**src/rtl/vdb_pkg.sv**
```systemverilog
// Package vdb_pkg
// Shared helpers for the vertical-counter debouncer.
// Assumes: plane count is small (2 or 3), so 2**planes fits an int.
package vdb_pkg;

    // Number of consecutive disagreeing samples that confirm a change.
    function automatic int confirm_len(input int planes);
        return 1 << planes;
    endfunction

    // Width of a counter that must hold values 0 .. limit-1 (at least 1 bit).
    function automatic int cnt_width(input int limit);
        return (limit > 1) ? $clog2(limit) : 1;
    endfunction

endpackage

```
**src/rtl/vdb_sync2.sv**
```systemverilog
// Module vdb_sync2
// Two-flop synchronizer for a vector of asynchronous levels.
// Assumes: each bit is an independent slow level; no bus coherence is required.
// The flops reset to RST_VAL so that no false mismatch is seen after reset.
module vdb_sync2 #(
    parameter int             W       = 8,
    parameter logic [W-1:0]   RST_VAL = '0
) (
    input  logic         clk,
    input  logic         rst_n,
    input  logic [W-1:0] d,
    output logic [W-1:0] q
);
    logic [W-1:0] meta_q;

    // Two-stage shift of the raw levels into the clock domain.
    always_ff @(posedge clk) begin
        if (!rst_n) begin
            meta_q <= RST_VAL;
            q      <= RST_VAL;
        end else begin
            meta_q <= d;
            q      <= meta_q;
        end
    end
endmodule

```
**src/rtl/vdb_tick_gen.sv**
```systemverilog
// Module vdb_tick_gen
// Prescaler that raises tick for one clock every DIV clocks.
// Assumes: DIV >= 2, so ticks are never adjacent.
module vdb_tick_gen #(
    parameter int DIV = 625000
) (
    input  logic clk,
    input  logic rst_n,
    output logic tick
);
    import vdb_pkg::*;
    localparam int CW = cnt_width(DIV);
    localparam logic [CW-1:0] LAST = CW'(DIV - 1);

    logic [CW-1:0] cnt_q;

    assign tick = (cnt_q == LAST);

    // Free-running modulo-DIV counter.
    always_ff @(posedge clk) begin
        if (!rst_n)    cnt_q <= '0;
        else if (tick) cnt_q <= '0;
        else           cnt_q <= cnt_q + 1'b1;
    end

    // strobes are never on adjacent clocks.
    assert_tick_spacing_R2: assert property (@(posedge clk) disable iff (!rst_n)
        tick |=> !tick);

    // the counter stays inside its modulo range.
    assert_cnt_range_R2: assert property (@(posedge clk) disable iff (!rst_n)
        cnt_q <= LAST);
endmodule

```
**src/rtl/vdb_plane_bank.sv**
```systemverilog
// Module vdb_plane_bank
// Holds PLANES bit-planes. Plane k holds bit k of every lane's down-counter.
// When en is high, lanes in dec_mask are decremented by a bitwise borrow ripple
// across the planes, and all other lanes are cleared. hit marks the lanes whose
// decrement lands on zero. Such a lane's planes are then zero already, which is
// the clear that an accepted change requires.
// Assumes: PLANES is 2 or 3.
module vdb_plane_bank #(
    parameter int LANES  = 8,
    parameter int PLANES = 2
) (
    input  logic             clk,
    input  logic             rst_n,
    input  logic             en,
    input  logic [LANES-1:0] dec_mask,
    output logic [LANES-1:0] hit,
    output logic [LANES-1:0] busy
);
    logic [LANES-1:0] plane_q   [PLANES];
    logic [LANES-1:0] plane_dec [PLANES];
    logic [LANES-1:0] borrow    [PLANES+1];
    logic [LANES-1:0] nz_chain  [PLANES+1];

    assign borrow[0]   = '1;
    assign nz_chain[0] = '0;

    // Per-plane decrement: bit flips where a borrow arrives, and the borrow
    // passes on where the bit was zero. For two planes this gives
    // low = ~low and high = high ^ ~low.
    for (genvar k = 0; k < PLANES; k++) begin : g_plane
        assign plane_dec[k]  = plane_q[k] ^ borrow[k];
        assign borrow[k+1]   = borrow[k] & ~plane_q[k];
        assign nz_chain[k+1] = nz_chain[k] | plane_dec[k];

        // Plane register: decremented value in the mask, cleared outside it.
        always_ff @(posedge clk) begin
            if (!rst_n)  plane_q[k] <= '0;
            else if (en) plane_q[k] <= plane_dec[k] & dec_mask;
        end
    end

    logic [LANES-1:0] any_q [PLANES+1];
    assign any_q[0] = '0;
    for (genvar k = 0; k < PLANES; k++) begin : g_any
        assign any_q[k+1] = any_q[k] | plane_q[k];
    end

    assign busy = any_q[PLANES];
    assign hit  = dec_mask & ~nz_chain[PLANES];

    // after an update, every lane outside the mask has a zero counter.
    assert_clear_on_match_R3: assert property (@(posedge clk) disable iff (!rst_n)
        en |=> ((busy & ~$past(dec_mask)) == '0));

    // a lane that just hit zero leaves the update with a zero counter.
    assert_zero_after_hit_R7: assert property (@(posedge clk) disable iff (!rst_n)
        en |=> ((busy & $past(hit)) == '0));

    // the planes are held when no update is requested.
    assert_hold_idle_R8: assert property (@(posedge clk) disable iff (!rst_n)
        !en |=> $stable(busy));
endmodule

```
**src/rtl/vdebounce_vc.sv**
```systemverilog
// Module vdebounce_vc (top)
// Parallel switch debouncer. Raw pins -> two-flop synchronizer -> snapshot on
// each sample strobe -> on the next clock, a plane update over all lanes.
// A lane whose counter returns to zero flips its level and pulses toggle_out.
// Assumes: PLANES is 2 or 3; SAMPLE_DIV >= 2 (clock frequency times sample
// period; 625000 is 5 ms at 125 MHz).
module vdebounce_vc #(
    parameter int               LANES       = 8,
    parameter int               PLANES      = 2,
    parameter int               SAMPLE_DIV  = 625000,
    parameter logic [LANES-1:0] RESET_STATE = '0
) (
    input  logic             clk,
    input  logic             rst_n,
    input  logic [LANES-1:0] raw_in,
    output logic [LANES-1:0] level_out,
    output logic [LANES-1:0] toggle_out
);
    logic [LANES-1:0] sync_q;
    logic [LANES-1:0] snap_q;
    logic             sample_tick;
    logic             upd_q;
    logic [LANES-1:0] mism;
    logic [LANES-1:0] hit;
    logic [LANES-1:0] busy;
    logic [LANES-1:0] level_q;
    logic [LANES-1:0] pulse_q;

    vdb_sync2 #(.W(LANES), .RST_VAL(RESET_STATE)) u_sync (
        .clk   (clk),
        .rst_n (rst_n),
        .d     (raw_in),
        .q     (sync_q)
    );

    vdb_tick_gen #(.DIV(SAMPLE_DIV)) u_tick (
        .clk   (clk),
        .rst_n (rst_n),
        .tick  (sample_tick)
    );

    // Snapshot register: all lanes are captured on the same strobe edge.
    always_ff @(posedge clk) begin
        if (!rst_n)           snap_q <= RESET_STATE;
        else if (sample_tick) snap_q <= sync_q;
    end

    // Update enable: one clock after each strobe.
    always_ff @(posedge clk) begin
        if (!rst_n) upd_q <= 1'b0;
        else        upd_q <= sample_tick;
    end

    assign mism = snap_q ^ level_q;

    vdb_plane_bank #(.LANES(LANES), .PLANES(PLANES)) u_bank (
        .clk      (clk),
        .rst_n    (rst_n),
        .en       (upd_q),
        .dec_mask (mism),
        .hit      (hit),
        .busy     (busy)
    );

    // Debounced level: flips the lanes whose counter reached zero.
    always_ff @(posedge clk) begin
        if (!rst_n)     level_q <= RESET_STATE;
        else if (upd_q) level_q <= level_q ^ hit;
    end

    // Change pulse: one clock, on the same edge as the level flip.
    always_ff @(posedge clk) begin
        if (!rst_n) pulse_q <= '0;
        else        pulse_q <= upd_q ? hit : '0;
    end

    assign level_out  = level_q;
    assign toggle_out = pulse_q;

    // the level moves only on the edge after a strobe.
    assert_level_holds_R4: assert property (@(posedge clk) disable iff (!rst_n)
        !upd_q |=> $stable(level_q));

    // a pulse never lasts two clocks.
    assert_pulse_single_R6: assert property (@(posedge clk) disable iff (!rst_n)
        (pulse_q != '0) |=> (pulse_q == '0));

    // the pulse marks exactly the lanes whose level just toggled.
    assert_pulse_tracks_level_R6: assert property (@(posedge clk) disable iff (!rst_n)
        pulse_q == (level_q ^ $past(level_q)));

    // a lane that has just toggled starts from a cleared counter.
    assert_cleared_after_accept_R7: assert property (@(posedge clk) disable iff (!rst_n)
        (busy & pulse_q) == '0);
endmodule

```
**config.mk**
```make
export PLATFORM = sky130hd
export DESIGN_NAME = vdebounce_vc
export DESIGN_NICKNAME = d
export VERILOG_FILES = /design/src/rtl/vdb_pkg.sv /design/src/rtl/vdb_sync2.sv /design/src/rtl/vdb_tick_gen.sv /design/src/rtl/vdb_plane_bank.sv /design/src/rtl/vdebounce_vc.sv
export SDC_FILE = /design/constraint.sdc
export NUM_CORES = 1
export LEC_CHECK = 0
export BUFFER_PORTS_ARGS = -buffer_cell sky130_fd_sc_hd__buf_2
export CAP_MARGIN = 20
export CORE_MARGIN = 2
export CORE_UTILIZATION = 53
export DETAILED_ROUTE_END_ITERATION = 12
export GPL_ROUTABILITY_DRIVEN = 0
export PLACE_DENSITY = 0.75
export SLEW_MARGIN = 20
export SYNTH_ARGS = -nofsm -noshare
export SYNTH_HDL_FRONTEND = slang
export SYNTH_SLANG_ARGS = --single-unit
export TNS_END_PERCENT = 50
```
**constraint.sdc**
```tcl
create_clock -name clk -period 1.55 [get_ports clk]
set_input_delay 0.2325 -clock clk [delete_from_list [all_inputs] [get_ports clk]]
set_output_delay 0.2325 -clock clk [all_outputs]
set_load 0.01 [all_outputs]
```
# Word-level counts from Yosys, hierarchy flattened
# Memory sizes are Yosys's and may differ from the RTL's.
# Cells that the tools add are included.
# totals
in_bits,10
regBits,61
output_inout_bits,16
mem_bits_rw,16
elab_cells,30
memories,1
# mem_list
name,depth,word_bits,rd,rd_clocked_by_memory_dff,wr,line_no,source
u_bank.plane_q,2,8,2,0,2,vdb_plane_bank.sv:19,logic [LANES-1:0] plane_q [PLANES];
# classes
reduce_logical,2
n_eq_ne,1
n_addsub,1
bitwise,12
muxes,6
# op_table
cell,count
8-bit AND,3
8-bit bitwise XOR,3
"20-bit by 1-bit adder with 20-bit output, second input constant",1
"20-bit == test, second input constant",1
8-bit two-way mux,2
8-bit NOT,2
8-bit bitwise OR,1
1-bit two-way mux,4
1-bit bitwise OR,2
2-bit AND reduction,1
2-bit OR reduction,1
1-bit NOT,1

# Depth between registers and ports, before layout
# Gate-level depths: netlist (run 1).
# An unclocked memory read counts as a cell.
# depth
word_depth,7
ltp_mapped,6
depth_no_buf,5

# By module
# Synthesis (run 1) repeated with hierarchy kept, for this count alone.
# hier_totals
cells_unflattened,328
area_unflattened_um2,3479.6
# by_module_without_submodules
mod,cells_per_inst,area_per_inst_um2,seq_area_each_um2,n_inst
vdb_plane_bank,91,1076.0,480.5,1
vdebounce_vc,95,996.0,500.5,1
vdb_tick_gen,109,960.9,400.4,1
vdb_sync2,33,446.7,320.3,1

# Worst setup path after synthesis (run 1)
# No wires, ideal clock.
# synth_timing
path_kind,reg2reg
startpoint,reg upd_q
endpoint,mem u_bank.plane_q[0][0] (enable)
required_ns,1.175
n_path_buf,2
setup_ns,0.375
stages_incl_launch_ff,4
setup_slack_ns,-0.123
arrival_ns,1.299
period_less_slack_ns,1.673
cell_sequence,dfxtp_1 clkbuf_1 clkbuf_1 nand2b_1
# synth_lines
item,line_no,source
"start, declared",vdebounce_vc.sv:22,logic upd_q;
"start signal, assigned",vdebounce_vc.sv:51,else upd_q <= sample_tick;
"end, declared",vdb_plane_bank.sv:19,

# Worst setup path after layout (run 1)
# layout_timing
startpoint,reg u_tick.cnt_q[13]
endpoint,reg u_tick.cnt_q[11]
# layout_via
elab_chain_len,2
# layout_lines
item,line_no,source
"start, declared",vdb_tick_gen.sv:15,logic [CW-1:0] cnt_q;
"start signal, assigned",vdb_tick_gen.sv:23,else cnt_q <= cnt_q + 1'b1;
20-bit == test,vdb_tick_gen.sv:17,assign tick = (cnt_q == LAST);
2-bit OR reduction (no line),n/a,
# Every way passes these cells.
# A chain may end at the register's enable or synchronous reset.

==> results of run 1 <==
## through the flow
| step | hold WS [ns] | instance area (sq um) | setup WS [ns] | TNS [ns] | instances |
|---|---|---|---|---|---|
| after global placement | 0.417 | 3530 | -0.0299 | -0.0370 | 421 |
| final | 0.0864 | 3850 | 0.0455 | 0 | 440 |
| after floorplan | 0.360 | 3180 | 0.00518 | 0 | 308 |
| after detailed placement | 0.419 | 3530 | -0.0620 | -0.236 | 421 |
| after global routing | 0.0856 | 3850 | -0.0342 | -0.284 | 440 |
| after CTS | 0.0673 | 3770 | -0.0173 | -0.0173 | 439 |
## critical path: stages, from the launching register on
cell	delay [ns]
sky130_fd_sc_hd__dfxtp_1	0.37
sky130_fd_sc_hd__nor4b_4	0.38
sky130_fd_sc_hd__nand4_4	0.19
sky130_fd_sc_hd__o21ai_4	0.22
sky130_fd_sc_hd__buf_6	0.17
sky130_fd_sc_hd__nor2_1	0.06
## logic make-up (layout without fill, tap and decap cells)
group / Yosys count / count (layout) / synth area share, %
multiplexers: 10 / 10 / 3.18
flip-flops: 77 / 77 / 54.0
buffers and inverters: 21 / 78 / 2.74
AND/OR/NAND/NOR: 156 / 156 / 27.2
XOR/XNOR: 23 / 23 / 6.39
AO/OA/AOI/OAI: 12 / 12 / 2.90
adder cells (fa/ha/maj): 9 / 9 / 3.57
## routing by layer
metal / up-vias / GRT usage (%) / share of wire, %
met5: - / 0 / 0
met4: 0 / 10.3 / 1.9
met3: 12 / 4.00 / 3.6
met2: 42 / 31.2 / 48
met1: 1014 / 24.3 / 46
li1: 1138 / - / -
## power by group through the flow
stage               clock [W]  combinational, W  sequential [W]
floorplan                   0         0.0000779         0.00215
global placement            0          0.000122         0.00215
detailed placement          0          0.000127         0.00215
CTS                   0.00151          0.000128         0.00211
global route          0.00158          0.000151         0.00211
finish                0.00146          0.000130         0.00211
## layout make-up
class                   instances  area share [%]
repair buffers                 51            8.75
clock inverters                 4           0.748
multi-input cells             210            38.0
well taps                      75            2.44
clock buffers                  12            4.33
flip-flops and latches         77            44.6
inverters                      11            1.07
## timing repair
action,CTS,global route
hold buffers,0,0
hold endpoints to repair,0,0
pin swaps,1,6
setup endpoints to repair,22,27
gates resized for setup,3,21
buffers inserted,2,1
## worst paths after layout
check	start	endpoint	slack, ns	depth (start not counted)
worst max-delay path	u_tick.cnt_q[13]$_SDFF_PP0_	u_tick.cnt_q[11]$_SDFF_PP0_	0.05	5
worst min-delay path	raw_in[7]	u_sync.meta_q[7]$_SDFF_PN0_	0.09	2
worst max register to register	u_tick.cnt_q[13]$_SDFF_PP0_	u_tick.cnt_q[11]$_SDFF_PP0_	0.05	5
worst min register to register	u_sync.q[5]$_SDFF_PN0_	snap_q[5]$_SDFFE_PN0N_	0.43	2
## placed cells by master (no fill, tap or decap), types with 9 or more instances in the layout
cell type and count:
sky130_fd_sc_hd__and2_1 36, sky130_fd_sc_hd__inv_1 11, sky130_fd_sc_hd__mux2i_1 10, sky130_fd_sc_hd__edfxtp_1 16, sky130_fd_sc_hd__nand3_1 15, sky130_fd_sc_hd__nor2_1 25
sky130_fd_sc_hd__clkbuf_8 10, sky130_fd_sc_hd__nand2_1 39, sky130_fd_sc_hd__nor3_1 15, sky130_fd_sc_hd__dfxtp_2 9, sky130_fd_sc_hd__xnor2_1 20, sky130_fd_sc_hd__buf_4 24
sky130_fd_sc_hd__buf_2 25, sky130_fd_sc_hd__dfxtp_1 51
==> results.md, run 1 <==
Synthesis:
- The unique cell type count in the Yosys netlist is 31.
- A synthesized cell averages 10.2 sq um.
- In the synthesized netlist the dominant register cell turns out to be sky130_fd_sc_hd__dfxtp_1.
- In the synthesized netlist the async set-or-reset flop fraction comes to 0%.
- The instance count of the mapped netlist is 308.
- For this run, the register share of the synthesized area comes to 54.0%.
- Ranked by instance count, the synthesized netlist is headed by sky130_fd_sc_hd__dfxtp_1, sky130_fd_sc_hd__nand2_1, sky130_fd_sc_hd__and2_1.
- The post-synthesis cell area is 3150 sq um.
- The top cell type by area accounts for 38.7% of the synthesized area.
- The synthesized netlist net count is 327.
- The number of synthesized flops with an enable pin is 16.
- By area the synthesized netlist is led by sky130_fd_sc_hd__dfxtp_1, sky130_fd_sc_hd__edfxtp_1, sky130_fd_sc_hd__and2_1.
- The most common cell in the synthesized netlist is sky130_fd_sc_hd__dfxtp_1.
- The flip-flop and latch count after synthesis is 77.
- The synthesized design spends more area on one cell type than any other, namely sky130_fd_sc_hd__dfxtp_1.
- The Yosys step of the flow raised 0 warnings.

Clocking:
- The tree built by TritonCTS fans out to 77 sinks.
- The number of CTS-inserted buffers is 9.
- The CTS tree is done.
- The root buffer cell chosen for the clock tree is sky130_fd_sc_hd__clkbuf_8.
- The clock latency of the later-clocked register in the worst-skew pair is ~0.35 ns.
- In this run the deepest clock path goes through 2 buffers.
- The H-tree was split into 3 levels.
- Clock-pin slew was measured on the worst setup and hold paths at roughly 0.080 ns.

Outcome:
- The run finished with clean final reports.

Min path:
- The type of the most critical hold path is input pin to flop.

Route:
- The routed design has approximately 5700 microns of wire.
- The detail route stage leaves a number of antenna-violating nets equal to 0.
- The average vias per placed instance is 5.01.
- The routed length per placed instance is 12.9 microns.
- The number of DRC violations after detailed-routing iteration 0 is 94.
- In the routed design, unresolved DRC markers number 0.
- The pre-antenna-repair detailed-routing pass consisted of 4 iterations.
- The via count is about 2200.

STA:
- Setup violations remaining at the end of the flow were counted as 0.
- The clock arrives with 0.0117 ns of skew.
- The fraction of the cycle the final worst path needs is 97.1%.
- The final count of hold timing violations is 0.
- The highest clock rate is 0.665 GHz.
- Setup repair after global routing could not meet its margin everywhere.
- The shortest period the worst path allows is 1.50 ns.
- The tightest slew margin relative to the limit is 70.7%.
- The final max-slew violation count came to 0.
- At the pin with the least slew margin, the transition time is 0.435 ns.

Final layout:
- The final core utilization is around two thirds.
- The net count of the finished layout is 379.
- The total area of sequential cells is 1720 sq um.
- The multi-input combinational cell area is 1460 sq um.
- The fill cell total of the finished layout is 472.
- From synthesis to final layout, the design area changed by 22.1%.
- The ratio of cells with drive above 1 in the final layout is 25.8%.
- 0 antenna diodes ended up in the layout.

Power and ir drop:
- The total internal power is 0.00288 W.
- The leakage power figure is ~1.5 nW.
- For this design the total switching power over the nets is 0.000822 W.
- Per report_power, the sequential group accounts for 57.0% of the total.
- The switching share of power is 22.2%.
- The worst-case IR drop observed on VDD is 805 uV.
- The total power consumption of the routed design is 0.00370 W.
- The part of the power in the clock network is 39.5%.
- The power density over the cells is around 960 nW/um^2.
- Combinational logic is responsible for 3.5% of the overall power.

Placement:
- The quantity of I/O buffers inserted on ports is 25.
- Detailed placement finished with a half-perimeter wire length of 3950 microns.

Floorplanning:
- In this run the count of I/O pins placed on the die edge is 26.
- The effective utilization at floorplan is 54.2%.
- The die is approximately 80 microns wide.
- The floorplan die height is approximately 81 microns.
- The die covers between 6000 and 7000 sq um.
- The area of the placeable core is 5820 sq um.
- The row count is 28.

Global route:
- The via count of the first global-routing pass came to 2094.
- The number of antenna violations at the first check in global routing is 0.
- The first global-routing pass estimated 9520 microns of wire.
- The total overflow left after global routing is 0.
- Entering global routing, the biggest net connects 30 pins.
- Global routing used 19.3% of the available tracks.

Run:
- The reported max-cap violation count is 0.

Setup path:
- The worst setup path is launched from a flop.
- Along the worst path, the maximum fanout reaches 7.
- The data required time of the critical path is 1.79 ns.
- Data on the critical path arrives at its endpoint at 1.74 ns.
- The worst setup path is of the flop to flop kind.
- The critical path capture point type is a flop.
No activity file was read; power rests on OpenSTA's default activity.
==> run 2: changes to the inputs <==
--- a/config.mk
+++ b/config.mk
@@ -7,6 +7,7 @@
 export LEC_CHECK = 0
 export BUFFER_PORTS_ARGS = -buffer_cell sky130_fd_sc_hd__buf_2
 export CAP_MARGIN = 20
+export CORE_ASPECT_RATIO = 1.5
 export CORE_MARGIN = 2
 export CORE_UTILIZATION = 53
 export DETAILED_ROUTE_END_ITERATION = 12
==> run 2 against run 1 <==
- first-iteration DRC count increased by 66%
- critical endpoint is now u_tick.cnt_q[10]$_SDFF_PP0_
- clock power increased by 24%
- register-to-register slack got worse by 0.03 ns
- final cell count increased by 0.45%
- flip-flop and latch count is the same
- critical path depth up 1
==> results.md, run 2 (synthesis results as in run 1) <==
Outcome:
- The run finished with clean final reports.

Route:
- The number of search-and-repair iterations in the first detailed-routing pass is 4 (unchanged).
- The routed length per placed instance is 12.8 microns (-1.1%).
- The highest routing layer actually used is met4.
- The average vias per placed instance is 5.14 (+2.6%).
- The count of unresolved DRC violations after routing is 0 (unchanged).
- The number of DRC violations after detailed-routing iteration 0 was 156 (+66%).
- The via count is 2274 (+3.1%).
- The post-route antenna net violation count is 0 (unchanged).
- The total wirelength of the detailed-routed design is 5650 microns (-0.69%).
- The wire length on met1 came to 2410 microns (-7.9%).
- The met3 layer wire length in the routed design was 217 microns (+4.8%).
- The routed length on met2 is 2810 microns (+2.2%).

Setup path:
- The data required time of the critical path was 1.80 ns (about the same).
- The launching point of the worst reg2reg path is u_tick.cnt_q[8]$_SDFF_PP0_.
- The data arrival time of the critical path is 1.79 ns (+0.05 ns).
- The capture instance of the worst register-to-register path is u_tick.cnt_q[10]$_SDFF_PP0_.
- The slack of the worst reg-to-reg path came to 0.01 ns (-0.03 ns).
- The startpoint type of the worst setup path is a flop.
- The maximum fanout encountered on the critical timing path is 8 (+1).
- The worst setup path is of the flop to flop kind.
- The critical path goes through nor4b_2 -> buf_4 -> nand4_4 -> o21ai_4 -> buf_6 -> nor2_1.
- The slowest cell on the critical path is sky130_fd_sc_hd__dfxtp_2.
- The depth of the worst register-to-register path is 6 (+1).
- The critical path capture point type is a flop.
- The peak per-stage delay on the critical path was 0.41 ns (+0.03 ns).

Clocking:
- The number of buffers inserted by hold repair at cts is 0 (unchanged).
- The clock tree root buffer cell is sky130_fd_sc_hd__clkbuf_8.
- The number of buffers on the longest clock path was 2 (unchanged).
- The number of clock sinks seen by CTS was 77 (unchanged).
- The clock input transition at the sequential cells of the worst setup and hold paths is 0.08 ns (about the same).
- The number of CTS-inserted buffers is 9 (unchanged).
- TritonCTS built the clock tree.
- The H-tree depth is 3 (unchanged).
- The clock latency of the later-clocked register in the worst-skew pair is 0.35 ns (about the same).

Placement:
- The quantity of I/O buffers inserted on ports is 25 (unchanged).
- The HPWL reported at the end of detailed placement is 3950 microns (about the same).

Global route:
- The overall track demand over capacity in global routing is 19.8% (+0.48 points).
- The via count of the first global-routing pass is 2171 (+3.7%).
- The global-route wire length before repair is 9720 microns (+2.0%).
- The maximum number of pins on one net before global-route repair came to 34 (+13%).
- The sum of overflow across all layers after global routing is 0 (unchanged).
- The number of antenna violations at the first check in global routing is 0 (unchanged).

Power and ir drop:
- The power density over the cells is 1050 nW/um^2 (+8.8%).
- The combinational cell fraction of total power is 3.3% (-0.2 points).
- The total power consumption of the routed design came to 0.00405 W (+9.5%).
- The worst IR drop on VDD is 773 uV (-4.0%).
- The total internal power came to 0.00323 W (+12%).
- The part of the total power dissipated in sequential elements is 52.1% (-4.9 points).
- The leakage power figure is 1.50 nW (+1.9%).
- The part of the power in the clock network was 44.6% (+5.1 points).
- The switching share of power is 20.1% (-2.1 points).
- The switching power is 0.000816 W (-0.84%).

Final layout:
- The net count of the finished layout is 384 (+1.3%).
- The final core utilization is 66.9% (+0.78 points).
- The diode insertion count for antenna repair is 0 (unchanged).
- The post-synthesis to final-layout area growth is 22.9%.
- The library cell used most frequently in the layout, excluding fill and tap cells, is sky130_fd_sc_hd__dfxtp_1.
- The ratio of cells with drive above 1 in the final layout is 24.1% (-1.7 points).
- In the layout the commonest cells are sky130_fd_sc_hd__dfxtp_1, sky130_fd_sc_hd__nand2_1, sky130_fd_sc_hd__and2_1.

STA:
- The final count of hold timing violations is 0 (unchanged).
- Setup repair after global routing could not meet its margin everywhere.
- The number of failing setup endpoints in the final timing report is 0 (unchanged).
- The shortest period the worst path allows is 1.54 ns (+0.0327 ns).
- The worst-case clock skew is 0.00504 ns (-0.00662 ns).
- The fraction of the cycle the final worst path needs is 99.2% (+2.1 points).
- The total negative slack is 0 ns (unchanged).
- The tightest slew margin relative to the limit is 71.9% (+1.2 points).
- The transition at the pin with the smallest max-transition slack is 0.421 ns (-0.0144 ns).
- The final max-slew violation count is 0 (unchanged).
- The highest clock rate is 0.651 GHz (-2.1%).

Floorplanning:
- The row count was 34 (+21%).
- The number of primary I/O pins is 26 (unchanged).
- The die footprint is 6590 sq um (+0.19%).
- The effective utilization at floorplan is 54.5% (+0.28 points).
- The horizontal extent of the die was 67.0 microns (-17%).
- The floorplan die height is 98.4 microns (+21%).
- The area of the placeable core is 5790 sq um (-0.52%).

Min path:
- The hold path depth was 2 (unchanged).
- The worst hold path terminates at u_sync.meta_q[4]$_SDFF_PN0_.
- The worst hold path belongs to the class input pin to flop.
- The launch instance of the worst min-delay path is raw_in[4].

Run:
- The reported max-cap violation count is 0 (unchanged).
## run 2: how the worst max path moves through the flow
| stage | to | slack [ns] | cells after the start | startpoint |
|---|---|---|---|---|
| finish | u_tick.cnt_q[10]$_SDFF_PP0_ | 0.01 | 6 | u_tick.cnt_q[8]$_SDFF_PP0_ |
| global route | u_tick.cnt_q[12]$_SDFF_PP0_ | -0.09 | 6 | u_tick.cnt_q[0]$_SDFF_PP0_ |
| CTS | u_tick.cnt_q[17]$_SDFF_PP0_ | 0.007 | 5 | u_tick.cnt_q[0]$_SDFF_PP0_ |
| detailed placement | snap_q[4]$_SDFFE_PN0N_ | -0.01 | 5 | u_tick.cnt_q[0]$_SDFF_PP0_ |
| global placement | snap_q[5]$_SDFFE_PN0N_ | 0.04 | 5 | u_tick.cnt_q[11]$_SDFF_PP0_ |
| floorplan | u_tick.cnt_q[11]$_SDFF_PP0_ | 0.005 | 6 | u_tick.cnt_q[0]$_SDFF_PP0_ |
## run 2: power by group through the flow
stage	Clock, W	Sequential [W]	Combinational (W)
floorplan	0	0.00215	0.0000779
global placement	0	0.00215	0.000122
detailed placement	0	0.00215	0.000126
CTS	0.00184	0.00211	0.000131
global route	0.00193	0.00211	0.000153
finish	0.00181	0.00211	0.000135
## run 2: metal layers
metal	vias up	track usage, %
met2	48	32.2
met4	0	11.6
met3	15	5.48
met5	-	0
met1	1066	22.7
li1	1145	-
## run 2: through the flow
| stage | instances | hold slack [ns] | worst slack, ns | cell area (sq um) |
|---|---|---|---|---|
| 2_1_floorplan | 308 | 0.360 | 0.00518 | 3180 |
| 3_5_place_dp | 422 | 0.418 | -0.0128 | 3550 |
| 5_1_grt | 442 | 0.0728 | -0.0863 | 3870 |
| 3_3_place_gp | 422 | 0.414 | 0.0403 | 3550 |
| 6_report | 442 | 0.0826 | 0.0128 | 3870 |
| 4_1_cts | 440 | 0.0676 | 0.00720 | 3840 |
## run 2: what timing repair did
item / 4_1_cts / 5_1_grt
gates cloned: 1 / 0
setup endpoints to repair: 26 / 27
buffers inserted: 1 / 2
resized for setup: 8 / 5
pin swaps: 7 / 7
## run 2: final cells by class
| cell class | count | area, sq um |
|---|---|---|
| multi-input cells | 211 | 1430 |
| clock buffers | 11 | 131 |
| well taps | 72 | 90.1 |
| repair buffers | 55 | 362 |
| fillers | 467 | 1910 |
| flip-flops and latches | 77 | 1710 |
| clock inverters | 5 | 108 |
| inverters | 11 | 41.3 |
## run 2: worst max-delay path: cells and delay by family, from the launching register on
family	cells	cell delay [ns]
AND/OR/NAND/NOR	3	0.46
flip-flops	1	0.41
buffers and inverters	2	0.34
AO/OA/AOI/OAI	1	0.23
==> run 3: changes to the inputs <==
==> constraint.sdc (replaced) <==
create_clock -name clk -period 1.55 [get_ports clk]
set_input_delay 0.465 -clock clk [delete_from_list [all_inputs] [get_ports clk]]
set_output_delay 0.465 -clock clk [all_outputs]
set_load 0.01 [all_outputs]
==> run 3 against run 2 <==
- utilization is 0.97 points higher
- first-iteration DRC count increased by 13%
- fmax down 2.1%
- flip-flop and latch count stayed put
- the flow now finishes with violations (negative setup slack)
==> results.md, run 3 (synthesis results as in run 1) <==
STA:
- The worst-case clock skew came to 0.00887 ns (+0.00383 ns).
- The final max-slew violation count is 0 (unchanged).
- Setup repair after global routing could not meet its margin everywhere.
- The worst hold slack was 0.314 ns (+0.232 ns).
- The tightest slew margin relative to the limit was 79.5% (+7.5 points).
- The highest clock rate is 0.637 GHz (-2.1%).
- The final count of hold timing violations is 0 (unchanged).
- The shortest period the worst path allows is 1.57 ns (+0.0325 ns).
- The final setup slack of the worst path is -0.0197 ns (-0.0325 ns).
- The fraction of the cycle the final worst path needs came to 101% (+2.1 points).
- The transition at the pin with the smallest max-transition slack is 0.305 ns (-0.116 ns).
- The number of failing setup endpoints in the final timing report was 2 (+2).

Floorplanning:
- The area of the placeable core is 5790 sq um (unchanged).
- The horizontal extent of the die is 67.0 microns (unchanged).
- The number of primary I/O pins is 26 (unchanged).
- The effective utilization at floorplan is 54.5% (unchanged).
- The die footprint is 6590 sq um (unchanged).
- The row count is 34 (unchanged).
- The floorplan die height came to 98.4 microns (unchanged).

Power and ir drop:
- The part of the power in the clock network is 39.9% (-4.7 points).
- The switching share of power is 22.7% (+2.6 points).
- The leakage power figure was 1.54 nW (+2.7%).
- The power density over the cells is 953 nW/um^2 (-8.9%).
- The part of the total power dissipated in sequential elements was 56.3% (+4.2 points).
- The combinational cell fraction of total power was 3.8% (+0.5 points).
- The worst IR drop on VDD is 798 uV (+3.3%).
- The switching power came to 0.000850 W (+4.2%).
- The total internal power is 0.00290 W (-10%).

Final layout:
- The area of all placed cells without fillers is 3930 sq um (+1.5%).
- The diode insertion count for antenna repair is 0 (unchanged).
- Leaving out fill and tap cells, the most frequent cells in the layout are sky130_fd_sc_hd__dfxtp_1, sky130_fd_sc_hd__nand2_1, sky130_fd_sc_hd__and2_1.
- The most common cell after layout, fill and taps aside is sky130_fd_sc_hd__dfxtp_1.
- The net count of the finished layout is 389 (+1.3%).
- The ratio of cells with drive above 1 in the final layout is 26.4% (+2.3 points).
- From synthesis to final layout, the design area changed by 24.7%.

Placement:
- The quantity of I/O buffers inserted on ports is 25 (unchanged).
- The HPWL reported at the end of detailed placement is 3940 microns (-0.20%).
- The area after detailed placement is 3590 sq um (+1.1%).
- The post-place setup slack was -0.0212 ns (-0.00842 ns).

Setup path:
- Among all stages on the critical path, the largest delay is contributed by sky130_fd_sc_hd__dfxtp_4.
- The data required time of the critical path is 1.82 ns (+0.02 ns).
- The signal on the critical path passes through buf_6 -> nand4_1 -> nor4_4 -> buf_4 -> mux2i_1 -> nor4b_2.
- The maximum fanout encountered on the critical timing path came to 3 (-5).
- The critical path capture point type is a flop.
- The gate family responsible for the most delay along the worst path is simple AND/OR/NAND/NOR gates.
- In this run the critical register-to-register path is launched from u_tick.cnt_q[0]$_SDFF_PP0_.
- The peak per-stage delay on the critical path is 0.37 ns (-0.04 ns).
- The startpoint type of the worst setup path is a flop.
- The critical path in this run is classified as flop to flop.
- The data arrival time of the critical path was 1.84 ns (+0.05 ns).
- The slack of the worst reg-to-reg path was -0.02 ns (-0.03 ns).
- The number of buffers and inverters on the critical path is 2 (unchanged).
- The endpoint identified for the worst register-to-register timing path is u_tick.cnt_q[19]$_SDFF_PP0_.
- The cell count along the critical path is 6 (unchanged).
- The depth of the worst register-to-register path is 6 (unchanged).

Clocking:
- The clock latency of the later-clocked register in the worst-skew pair was 0.35 ns (about the same).
- The number of buffers inserted by hold repair at cts is 0 (unchanged).
- The H-tree depth was 3 (unchanged).
- The number of buffers on the longest clock path came to 2 (unchanged).
- The clock input transition at the sequential cells of the worst setup and hold paths is 0.08 ns (about the same).
- The number of CTS-inserted buffers is 9 (unchanged).
- The root buffer cell chosen for the clock tree is sky130_fd_sc_hd__clkbuf_8.
- TritonCTS built the clock tree.
- The number of clock sinks seen by CTS is 77 (unchanged).

Min path:
- The hold path depth was 2 (unchanged).
- The path with the worst hold slack has its endpoint at u_sync.meta_q[2]$_SDFF_PN0_.
- The path class of the tightest hold or removal check is input pin to flop.
- The launch instance of the worst min-delay path is raw_in[2].

Global route:
- The global-route wire length before repair is 9970 microns (+2.6%).
- The via count of the first global-routing pass came to 2257 (+4.0%).
- The number of antenna violations at the first check in global routing is 0 (unchanged).
- The overall track demand over capacity in global routing is 20.0% (+0.18 points).
- The sum of overflow across all layers after global routing is 0 (unchanged).
- The maximum number of pins on one net before global-route repair was 34 (unchanged).

Route:
- The total wirelength of the detailed-routed design is 5780 microns (+2.3%).
- The count of unresolved DRC violations after routing is 0 (unchanged).
- The number of DRC violations after detailed-routing iteration 0 is 176 (+13%).
- The average vias per placed instance is 5.15 (about the same).
- The via count is 2300 (+1.1%).
- The routed length per placed instance is 12.9 microns (+1.2%).
- The number of search-and-repair iterations in the first detailed-routing pass is 4 (unchanged).
- The post-route antenna net violation count is 0 (unchanged).

Outcome:
- The flow ran to the end, but the final reports show violations.
- The checks that failed: negative setup slack.

Run:
- The reported max-cap violation count is 0 (unchanged).
==> run 3: cell count changes in the layout (fill, tap and decap cells not counted), moves of 2 or more <==
cell                        before  now
sky130_fd_sc_hd__buf_12          0    4
sky130_fd_sc_hd__bufinv_16       3    0
sky130_fd_sc_hd__clkbuf_1        2    0
sky130_fd_sc_hd__dfxtp_1        57   55
sky130_fd_sc_hd__dfxtp_2         3    5
sky130_fd_sc_hd__nand3_2         0    2
sky130_fd_sc_hd__nor2_1         26   28
sky130_fd_sc_hd__nor2_2          2    0
==> run 3: routing by layer <==
metal	part of all wire (%)	track usage, %
met1	42	23.3
met2	53	34.2
met3	3.3	4.91
met4	1.7	8.48
met5	0	0
==> run 3: power by group through the flow <==
stage	registers [W]	clock network [W]	logic, W
after global routing	0.00211	0.00161	0.000166
final	0.00211	0.00149	0.000143
after global placement	0.00215	0	0.000130
after detailed placement	0.00215	0	0.000136
after floorplan	0.00215	0	0.0000779
after CTS	0.00211	0.00154	0.000141
==> run 3: repair_timing <==
action	4_1_cts	5_1_grt
resized for setup	7	10
endpoints found under the hold margin	0	0
endpoints found under the setup margin	24	26
pin swaps	3	3
buffers inserted	3	4
==> run 3: cell type report <==
| type | count | area (sq um) |
|---|---|---|
| Fill cell | 462 | 1860 |
| Sequential cell | 77 | 1710 |
| Multi-Input combinational cell | 210 | 1430 |
| Timing Repair Buffer | 61 | 460 |
| Clock buffer | 11 | 163 |
| Tap cell | 72 | 90.1 |
| Inverter | 11 | 41.3 |
| Clock inverter | 5 | 37.5 |
==> run 3: worst register-to-register path, delay by kind of cell, from the launching register on <==
kind	cells	cell delay, ns
AND/OR/NAND/NOR	3	0.78
flip-flops	1	0.37
buffers and inverters	2	0.26
multiplexers	1	0.07
==> run 3: worst max-delay path by stage <==
stage / from / endpoint / slack (ns)
2_1_floorplan: u_tick.cnt_q[0]$_SDFF_PP0_ / u_tick.cnt_q[11]$_SDFF_PP0_ / 0.005
6_report: u_tick.cnt_q[0]$_SDFF_PP0_ / u_tick.cnt_q[19]$_SDFF_PP0_ / -0.02
4_1_cts: u_tick.cnt_q[0]$_SDFF_PP0_ / u_tick.cnt_q[17]$_SDFF_PP0_ / 0.0001
3_3_place_gp: u_tick.cnt_q[11]$_SDFF_PP0_ / snap_q[1]$_SDFFE_PN0N_ / 0.04
3_5_place_dp: u_tick.cnt_q[0]$_SDFF_PP0_ / snap_q[6]$_SDFFE_PN0N_ / -0.02
5_1_grt: u_tick.cnt_q[0]$_SDFF_PP0_ / u_tick.cnt_q[17]$_SDFF_PP0_ / -0.10
==> run 3: metrics by stage <==
stage | TNS (ns) | cells | util, % | total power [W]
2_1_floorplan | 0 | 308 | - | 0.00223
3_3_place_gp | 0 | 424 | 62.1 | 0.00228
3_5_place_dp | -0.0272 | 424 | 62.1 | 0.00229
4_1_cts | 0 | 443 | 66.8 | 0.00379
5_1_grt | -0.384 | 447 | 67.9 | 0.00389
6_report | -0.0271 | 447 | 67.9 | 0.00375
